==> config.mk <==
export PLATFORM = sky130hd
export DESIGN_NAME = mac_pipe_top
export DESIGN_NICKNAME = d
export VERILOG_FILES = /design/src/rtl/mac_pkg.sv /design/src/rtl/mac_mul_pipe.sv /design/src/rtl/mac_accum.sv /design/src/rtl/mac_pipe_top.sv
export SDC_FILE = /design/constraint.sdc
export NUM_CORES = 1
export LEC_CHECK = 0
export BUFFER_PORTS_ARGS = -buffer_cell sky130_fd_sc_hd__buf_2
export CORE_ASPECT_RATIO = 1.75
export CORE_MARGIN = 3
export CORE_UTILIZATION = 60
export CTS_CLUSTER_SIZE = 8
export DETAILED_ROUTE_END_ITERATION = 16
export PLACE_DENSITY = 0.78
export SLEW_MARGIN = 20
export SYNTH_ARGS = -nofsm -noshare
export SYNTH_HDL_FRONTEND = slang
export SYNTH_SLANG_ARGS = --single-unit
==> constraint.sdc <==
create_clock -name clk -period 6.9 [get_ports clk]
set_clock_uncertainty 0.2 [all_clocks]
set_input_delay 0.69 -clock clk [delete_from_list [all_inputs] [get_ports clk]]
set_output_delay 0.69 -clock clk [all_outputs]
set_load 0.02 [all_outputs]
==> src/rtl/mac_pkg.sv <==
package mac_pkg;
  // Control tag that travels beside each product through the pipeline
  typedef struct packed {
    logic vld;
    logic clr;
  } mac_tag_t;
endpackage

==> src/rtl/mac_mul_pipe.sv <==
module mac_mul_pipe
  import mac_pkg::*;
#(
  parameter int OP_W       = 16,
  parameter int MUL_STAGES = 3,
  localparam int PROD_W    = 2 * OP_W,
  localparam int RET_N     = MUL_STAGES - 2
) (
  input  logic              clk,
  input  logic              rst_n,
  input  mac_tag_t          tag_i,
  input  logic [OP_W-1:0]   s_i,
  input  logic [OP_W-1:0]   c_i,
  output mac_tag_t          tag_o,
  output logic [PROD_W-1:0] prod_o
);

  function automatic logic [PROD_W-1:0] smul(input logic [OP_W-1:0] a,
                                             input logic [OP_W-1:0] b);
    logic signed [PROD_W-1:0] ea;
    logic signed [PROD_W-1:0] eb;
    ea = PROD_W'($signed(a));
    eb = PROD_W'($signed(b));
    return PROD_W'(ea * eb);
  endfunction

  // stage 1: operand capture
  mac_tag_t          tag1_q;
  logic [OP_W-1:0]   s1_q, c1_q;
  // stage 2: product
  mac_tag_t          tag2_q;
  logic [PROD_W-1:0] p2_q;

  always_ff @(posedge clk or negedge rst_n) begin
    if (!rst_n) begin
      tag1_q <= '0;
      s1_q   <= '0;
      c1_q   <= '0;
      tag2_q <= '0;
      p2_q   <= '0;
    end else begin
      tag1_q.vld <= tag_i.vld;
      tag1_q.clr <= tag_i.vld & tag_i.clr;
      s1_q       <= s_i;
      c1_q       <= c_i;
      tag2_q     <= tag1_q;
      p2_q       <= smul(s1_q, c1_q);
    end
  end

  // retiming stages behind the multiplier
  mac_tag_t          tag_r [RET_N+1];
  logic [PROD_W-1:0] p_r   [RET_N+1];
  assign tag_r[0] = tag2_q;
  assign p_r[0]   = p2_q;

  for (genvar g = 0; g < RET_N; g++) begin : g_ret
    always_ff @(posedge clk or negedge rst_n) begin
      if (!rst_n) begin
        tag_r[g+1] <= '0;
        p_r[g+1]   <= '0;
      end else begin
        tag_r[g+1] <= tag_r[g];
        p_r[g+1]   <= p_r[g];
      end
    end
  end

  assign tag_o  = tag_r[RET_N];
  assign prod_o = p_r[RET_N];

  // idle input never enters the pipe as a clear
  assert_clr_gated_R8: assert property (@(posedge clk) disable iff (!rst_n)
    (!tag_i.vld) |=> !tag1_q.clr);

endmodule

==> src/rtl/mac_accum.sv <==
module mac_accum
  import mac_pkg::*;
#(
  parameter int PROD_W = 32,
  parameter int ACC_W  = 40
) (
  input  logic              clk,
  input  logic              rst_n,
  input  mac_tag_t          tag_i,
  input  logic [PROD_W-1:0] prod_i,
  output logic              vld_o,
  output logic [ACC_W-1:0]  acc_o
);

  function automatic logic [ACC_W-1:0] sext(input logic [PROD_W-1:0] p);
    return ACC_W'($signed(p));
  endfunction

  logic [ACC_W-1:0] acc_q;
  logic [ACC_W-1:0] add_in;   // zero-cycle feedback operand
  logic [ACC_W-1:0] acc_nxt;
  logic             acc_en;   // adder enabled only on a valid product

  assign acc_en  = tag_i.vld;
  assign add_in  = tag_i.clr ? '0 : acc_q;
  assign acc_nxt = add_in + sext(prod_i);

  always_ff @(posedge clk or negedge rst_n) begin
    if (!rst_n) begin
      acc_q <= '0;
      vld_o <= 1'b0;
    end else begin
      vld_o <= acc_en;
      if (acc_en) acc_q <= acc_nxt;
    end
  end

  assign acc_o = acc_q;

  assert_hold_R6: assert property (@(posedge clk) disable iff (!rst_n)
    (!acc_en) |=> ($stable(acc_q) && !vld_o));

  assert_load_R5: assert property (@(posedge clk) disable iff (!rst_n)
    (acc_en && tag_i.clr) |=> (acc_q == sext($past(prod_i))));

  assert_add_R4: assert property (@(posedge clk) disable iff (!rst_n)
    (acc_en && !tag_i.clr) |=> ((acc_q - $past(acc_q)) == sext($past(prod_i))));

endmodule

==> src/rtl/mac_pipe_top.sv <==
module mac_pipe_top
  import mac_pkg::*;
#(
  parameter int OP_W       = 16,
  parameter int GUARD_W    = 8,
  parameter int MUL_STAGES = 3,
  localparam int PROD_W    = 2 * OP_W,
  localparam int ACC_W     = PROD_W + GUARD_W,
  localparam int LAT       = MUL_STAGES + 1
) (
  input  logic             clk,
  input  logic             rst_n,
  input  logic             op_valid,
  input  logic             op_clr,
  input  logic [OP_W-1:0]  op_s,
  input  logic [OP_W-1:0]  op_c,
  output logic             acc_valid,
  output logic [ACC_W-1:0] acc_out
);

  mac_tag_t          in_tag;
  mac_tag_t          mul_tag;
  logic [PROD_W-1:0] mul_prod;

  assign in_tag.vld = op_valid;
  assign in_tag.clr = op_clr;

  mac_mul_pipe #(.OP_W(OP_W), .MUL_STAGES(MUL_STAGES)) u_mul (
    .clk    (clk),
    .rst_n  (rst_n),
    .tag_i  (in_tag),
    .s_i    (op_s),
    .c_i    (op_c),
    .tag_o  (mul_tag),
    .prod_o (mul_prod)
  );

  mac_accum #(.PROD_W(PROD_W), .ACC_W(ACC_W)) u_acc (
    .clk    (clk),
    .rst_n  (rst_n),
    .tag_i  (mul_tag),
    .prod_i (mul_prod),
    .vld_o  (acc_valid),
    .acc_o  (acc_out)
  );

  // independent valid shadow used only by the latency assertion
  logic [LAT-1:0] vld_shadow;
  always_ff @(posedge clk or negedge rst_n) begin
    if (!rst_n) vld_shadow <= '0;
    else        vld_shadow <= {vld_shadow[LAT-2:0], op_valid};
  end

  assert_latency_R2: assert property (@(posedge clk) disable iff (!rst_n)
    acc_valid == vld_shadow[LAT-1]);

  assert_reset_R1: assert property (@(posedge clk)
    (!rst_n) |=> (!acc_valid && acc_out == '0));

endmodule

==> summary.md <==
| Metric | Value |
|---|---|
| DRT antenna net count | 0 |
| Setup Buffers After CTS | 0 |
| RSZ-0062 raised after global routing | no |
| Die footprint | 0.02898 mm2 |
| Largest net degree at the start of global routing | 76 |
| Post-Synth XOR/XNOR Area | 0.03528 |
| Number of buffers created by CTS | 17 |
| Max Fclk | 151.4 MHz |
| Slew @ Worst Pin | 0.8005 ns |
| Mapped Cells | 1620 |
| Layout cells sized above 1 | 0.09647 |
| Post-CTS Resized | 0 |
| DIE WIDTH | 130.0 um |
| Worst path required time | 7.05 ns |
| Met3 WL post-DR | 1308 um |
| Largest family of logic cells by synthesized area | adder cells |
| DIE HEIGHT | 222.9 um |
| CTS tree | yes |
| Sequential area share after synthesis | 0.2218 |
| Drt wl/cell | 18.70 um |
| Slowest stage delay, CP | 0.74 ns |
| Worst setup EP type | register |
| Crit path max fanout | 16 |
| # fillers | 2047 |
| Core area | 0.02625 mm2 |
| Syn Nets | 2040 |
| Layout net count | 2108 |
| CP startpoint kind | register |
| GRT Resource Usage Total | 0.2818 |
| Post-detail-place hpwl | 30910 um |
| Drt total wl | 37780 um |
| Setup crit start | u_mul.c1_q[7]$_DFF_PN0_ |
| Post-Synth Simple-Gate Area | 0.1386 |
| Skew-Pair Late Insertion Delay | 0.44 ns |
| CP most frequent cell | fa_1 |
| Metal1 wirelength | 13140 um |
| Mapped Avg Cell Area | 9.961 um2 |
| Worst-case reg-to-reg path depth | 20 |
| Slew headroom | 0.4663 |
| Post-Syn Area | 0.01614 mm2 |
| # setup viols final | 0 |
| EDFF count, synth | 0 |
| Final min period | 6.606 ns |
| Port-buffer cells | 76 |
| Cell Chain, Critical Path | nand2_1, fa_1, inv_1, fa_1, fa_1, fa_1, fa_1, inv_1, fa_1, inv_1, ha_1, a21o_1, a21oi_1, a21boi_1, o21ai_0, a31oi_1, a21oi_1, a2111o_1, a21oi_1, xnor2_1 |
| N_diodes | 0 |
| Root Buffer Master | clkbuf_16 |
| DRC | 0 |
| First-pass GRT wire length | 62800 um |
| CTS H-Tree Depth | 4 |
| Drt pass-1 iters | 5 |
| Max-slew violations | 0 |
| Grt ovf | 0 |
| Starting DRT DRC Count | 540 |
| Post-synthesis mux area share | 0.01737 |
| Final TNS setup | 0 ns |
| YS warnings | 0 |
| Sink Count | 143 |
| Most used DFF post-synth | dfrtp_1 |
| # hold bufs at CTS | 0 |
| Final Hold Viols | 0 |
| Top Layer Used | met4 |
| Via density | 5.650 |
| Crit path depth | 20 |
| Std-Cell Rows | 78 |
| Status | finished, final reports clean |
| Number of global-route vias before repair | 12822 |
| Adder-cell share of the synthesized area | 0.4201 |
| Highest-delay cell along the critical path | dfrtp_1 |
| Min-delay worst type | primary input to async pin |
| Commonest non-fill, non-tap cell in the layout | inv_1 |
| Most frequent cells in the layout | 304 x inv_1, 263 x fa_1, 156 x nand2_1 |
| Initial core utilization | 0.6147 |
| CP Buf/Inv Count | 3 |
| Top Family by Delay on Critical Path | adder cells |
| I/O pin count | 77 |
| Vias | 11414 |
| Area grow syn2layout | 8.529% |
| DR WL met2 | 20530 um |
| Final period util | 0.9574 |
| Max Buffers Root-to-Sink | 2 |
| Arr. time, crit path | 6.75 ns |
| Compound-cell area share of the yosys netlist | 0.08397 |
| Max Cap Viol | 0 |
| Initial antenna violation count | 0 |
| #FFs+latches synth | 143 |
| GPL Wtd Cong | 0.9654 |
| Origin of the critical flop-to-flop path | u_mul.c1_q[7]$_DFF_PN0_ |
| Post-synth ARST share | 1.000 |
| Clk slew on worst S/H paths | 0.06 ns |
| CP Class | register to register |
| Yosys cell types | 62 |
==> cells in the mapped netlist (4+ instances only) <==
cell / instances / area, um2
nor4_1: 4 / 25.02
xnor2_1: 50 / 437.9
o211ai_1: 5 / 37.54
nand4_1: 5 / 31.28
nor2b_1: 43 / 269.0
a21oi_1: 60 / 300.3
nand3_1: 12 / 60.06
nand2b_1: 9 / 56.30
nor3_1: 13 / 65.06
nand2_1: 156 / 585.6
xor2_1: 15 / 131.4
mux2_2: 24 / 270.3
nor2_1: 60 / 225.2
o21ai_1: 11 / 55.05
dfrtp_1: 143 / 3578
o21bai_1: 10 / 75.07
a31oi_1: 6 / 37.54
and2_1: 128 / 800.8
o31ai_1: 5 / 37.54
inv_1: 304 / 1141
and3_1: 10 / 62.56
o21ai_0: 29 / 145.1
o21a_1: 10 / 75.07
a211oi_1: 11 / 82.58
fa_1: 263 / 5265
clkbuf_1: 47 / 176.4
ha_1: 121 / 1514
a21o_1: 12 / 90.09
==> layout make-up <==
cell class / instances / area, um2 / area share
Timing Repair Buffer: 98 / 551.8 / 0.03151
Multi-Input combinational cell: 1123 / 11220 / 0.6407
Clock buffer: 22 / 484.2 / 0.02765
Clock inverter: 9 / 131.4 / 0.007502
Tap cell: 320 / 400.4 / 0.02286
Inverter: 305 / 1145 / 0.06537
Sequential cell: 143 / 3580 / 0.2044
==> worst register-to-register path, delay by kind of cell, from the launching register on <==
kind                       cells  cell delay, ns
xor gates and xnor gates       1            0.14
DFF                            1            0.74
and+or+nand+nor                1            0.20
adders and majority gates      7            3.33
buffers and inverters          3            0.14
AOI/OAI and AO/OA              8            1.78
==> through the flow <==
stage	setup slack [ns]	utilization	hold slack, ns	cell area, um2	std cells
after floorplan	0.6846	-	0.1312	16140	1620
after global placement	0.4433	0.6436	0.1329	16900	1989
after detailed placement	0.3572	0.6436	0.1347	16900	1989
after CTS	0.3460	0.6670	0.09317	17510	2020
after global routing	0.009696	0.6671	0.1294	17510	2020
final	0.2940	0.6671	0.08963	17510	2020
==> state kept, by name, indices dropped and copies added, names as in the netlist <==
register and count:
u_acc.acc_o 40, u_acc.vld_o 1, u_mul.c1_q 16, u_mul.p2_q 32, u_mul.prod_o 32, u_mul.s1_q 16, u_mul.tag1_q 2, u_mul.tag2_q 2
u_mul.tag_o 2
==> cells by family after synthesis <==
| group | Yosys count |
|---|---|
| buffers and inverters | 354 |
| XOR/XNOR | 65 |
| AND/OR/NAND/NOR | 448 |
| flip-flops | 143 |
| adder cells (fa/ha/maj) | 384 |
| multiplexers | 25 |
| AO/OA/AOI/OAI | 201 |
==> worst paths after layout <==
path | to | slack (ns)
worst max-delay path | u_mul.p2_q[31]$_DFF_PN0_ | 0.29
worst max register to register | u_mul.p2_q[31]$_DFF_PN0_ | 0.29
worst min register to register | u_mul.prod_o[28]$_DFF_PN0_ | 0.14
max in group asynchronous | u_mul.p2_q[28]$_DFF_PN0_ | 5.13
min in group clk | u_mul.prod_o[28]$_DFF_PN0_ | 0.14
worst min-delay path | u_mul.c1_q[0]$_DFF_PN0_ | 0.09
==> routing by layer <==
layer  GRT usage  up-vias
li1            -     5186
met1      0.3008     5753
met2      0.5081      341
met3     0.03498      134
met4      0.1859        0
met5           0        -
Power is not shown: default switching activity piles up to over one toggle a cycle in this logic, so the estimate is an artifact.
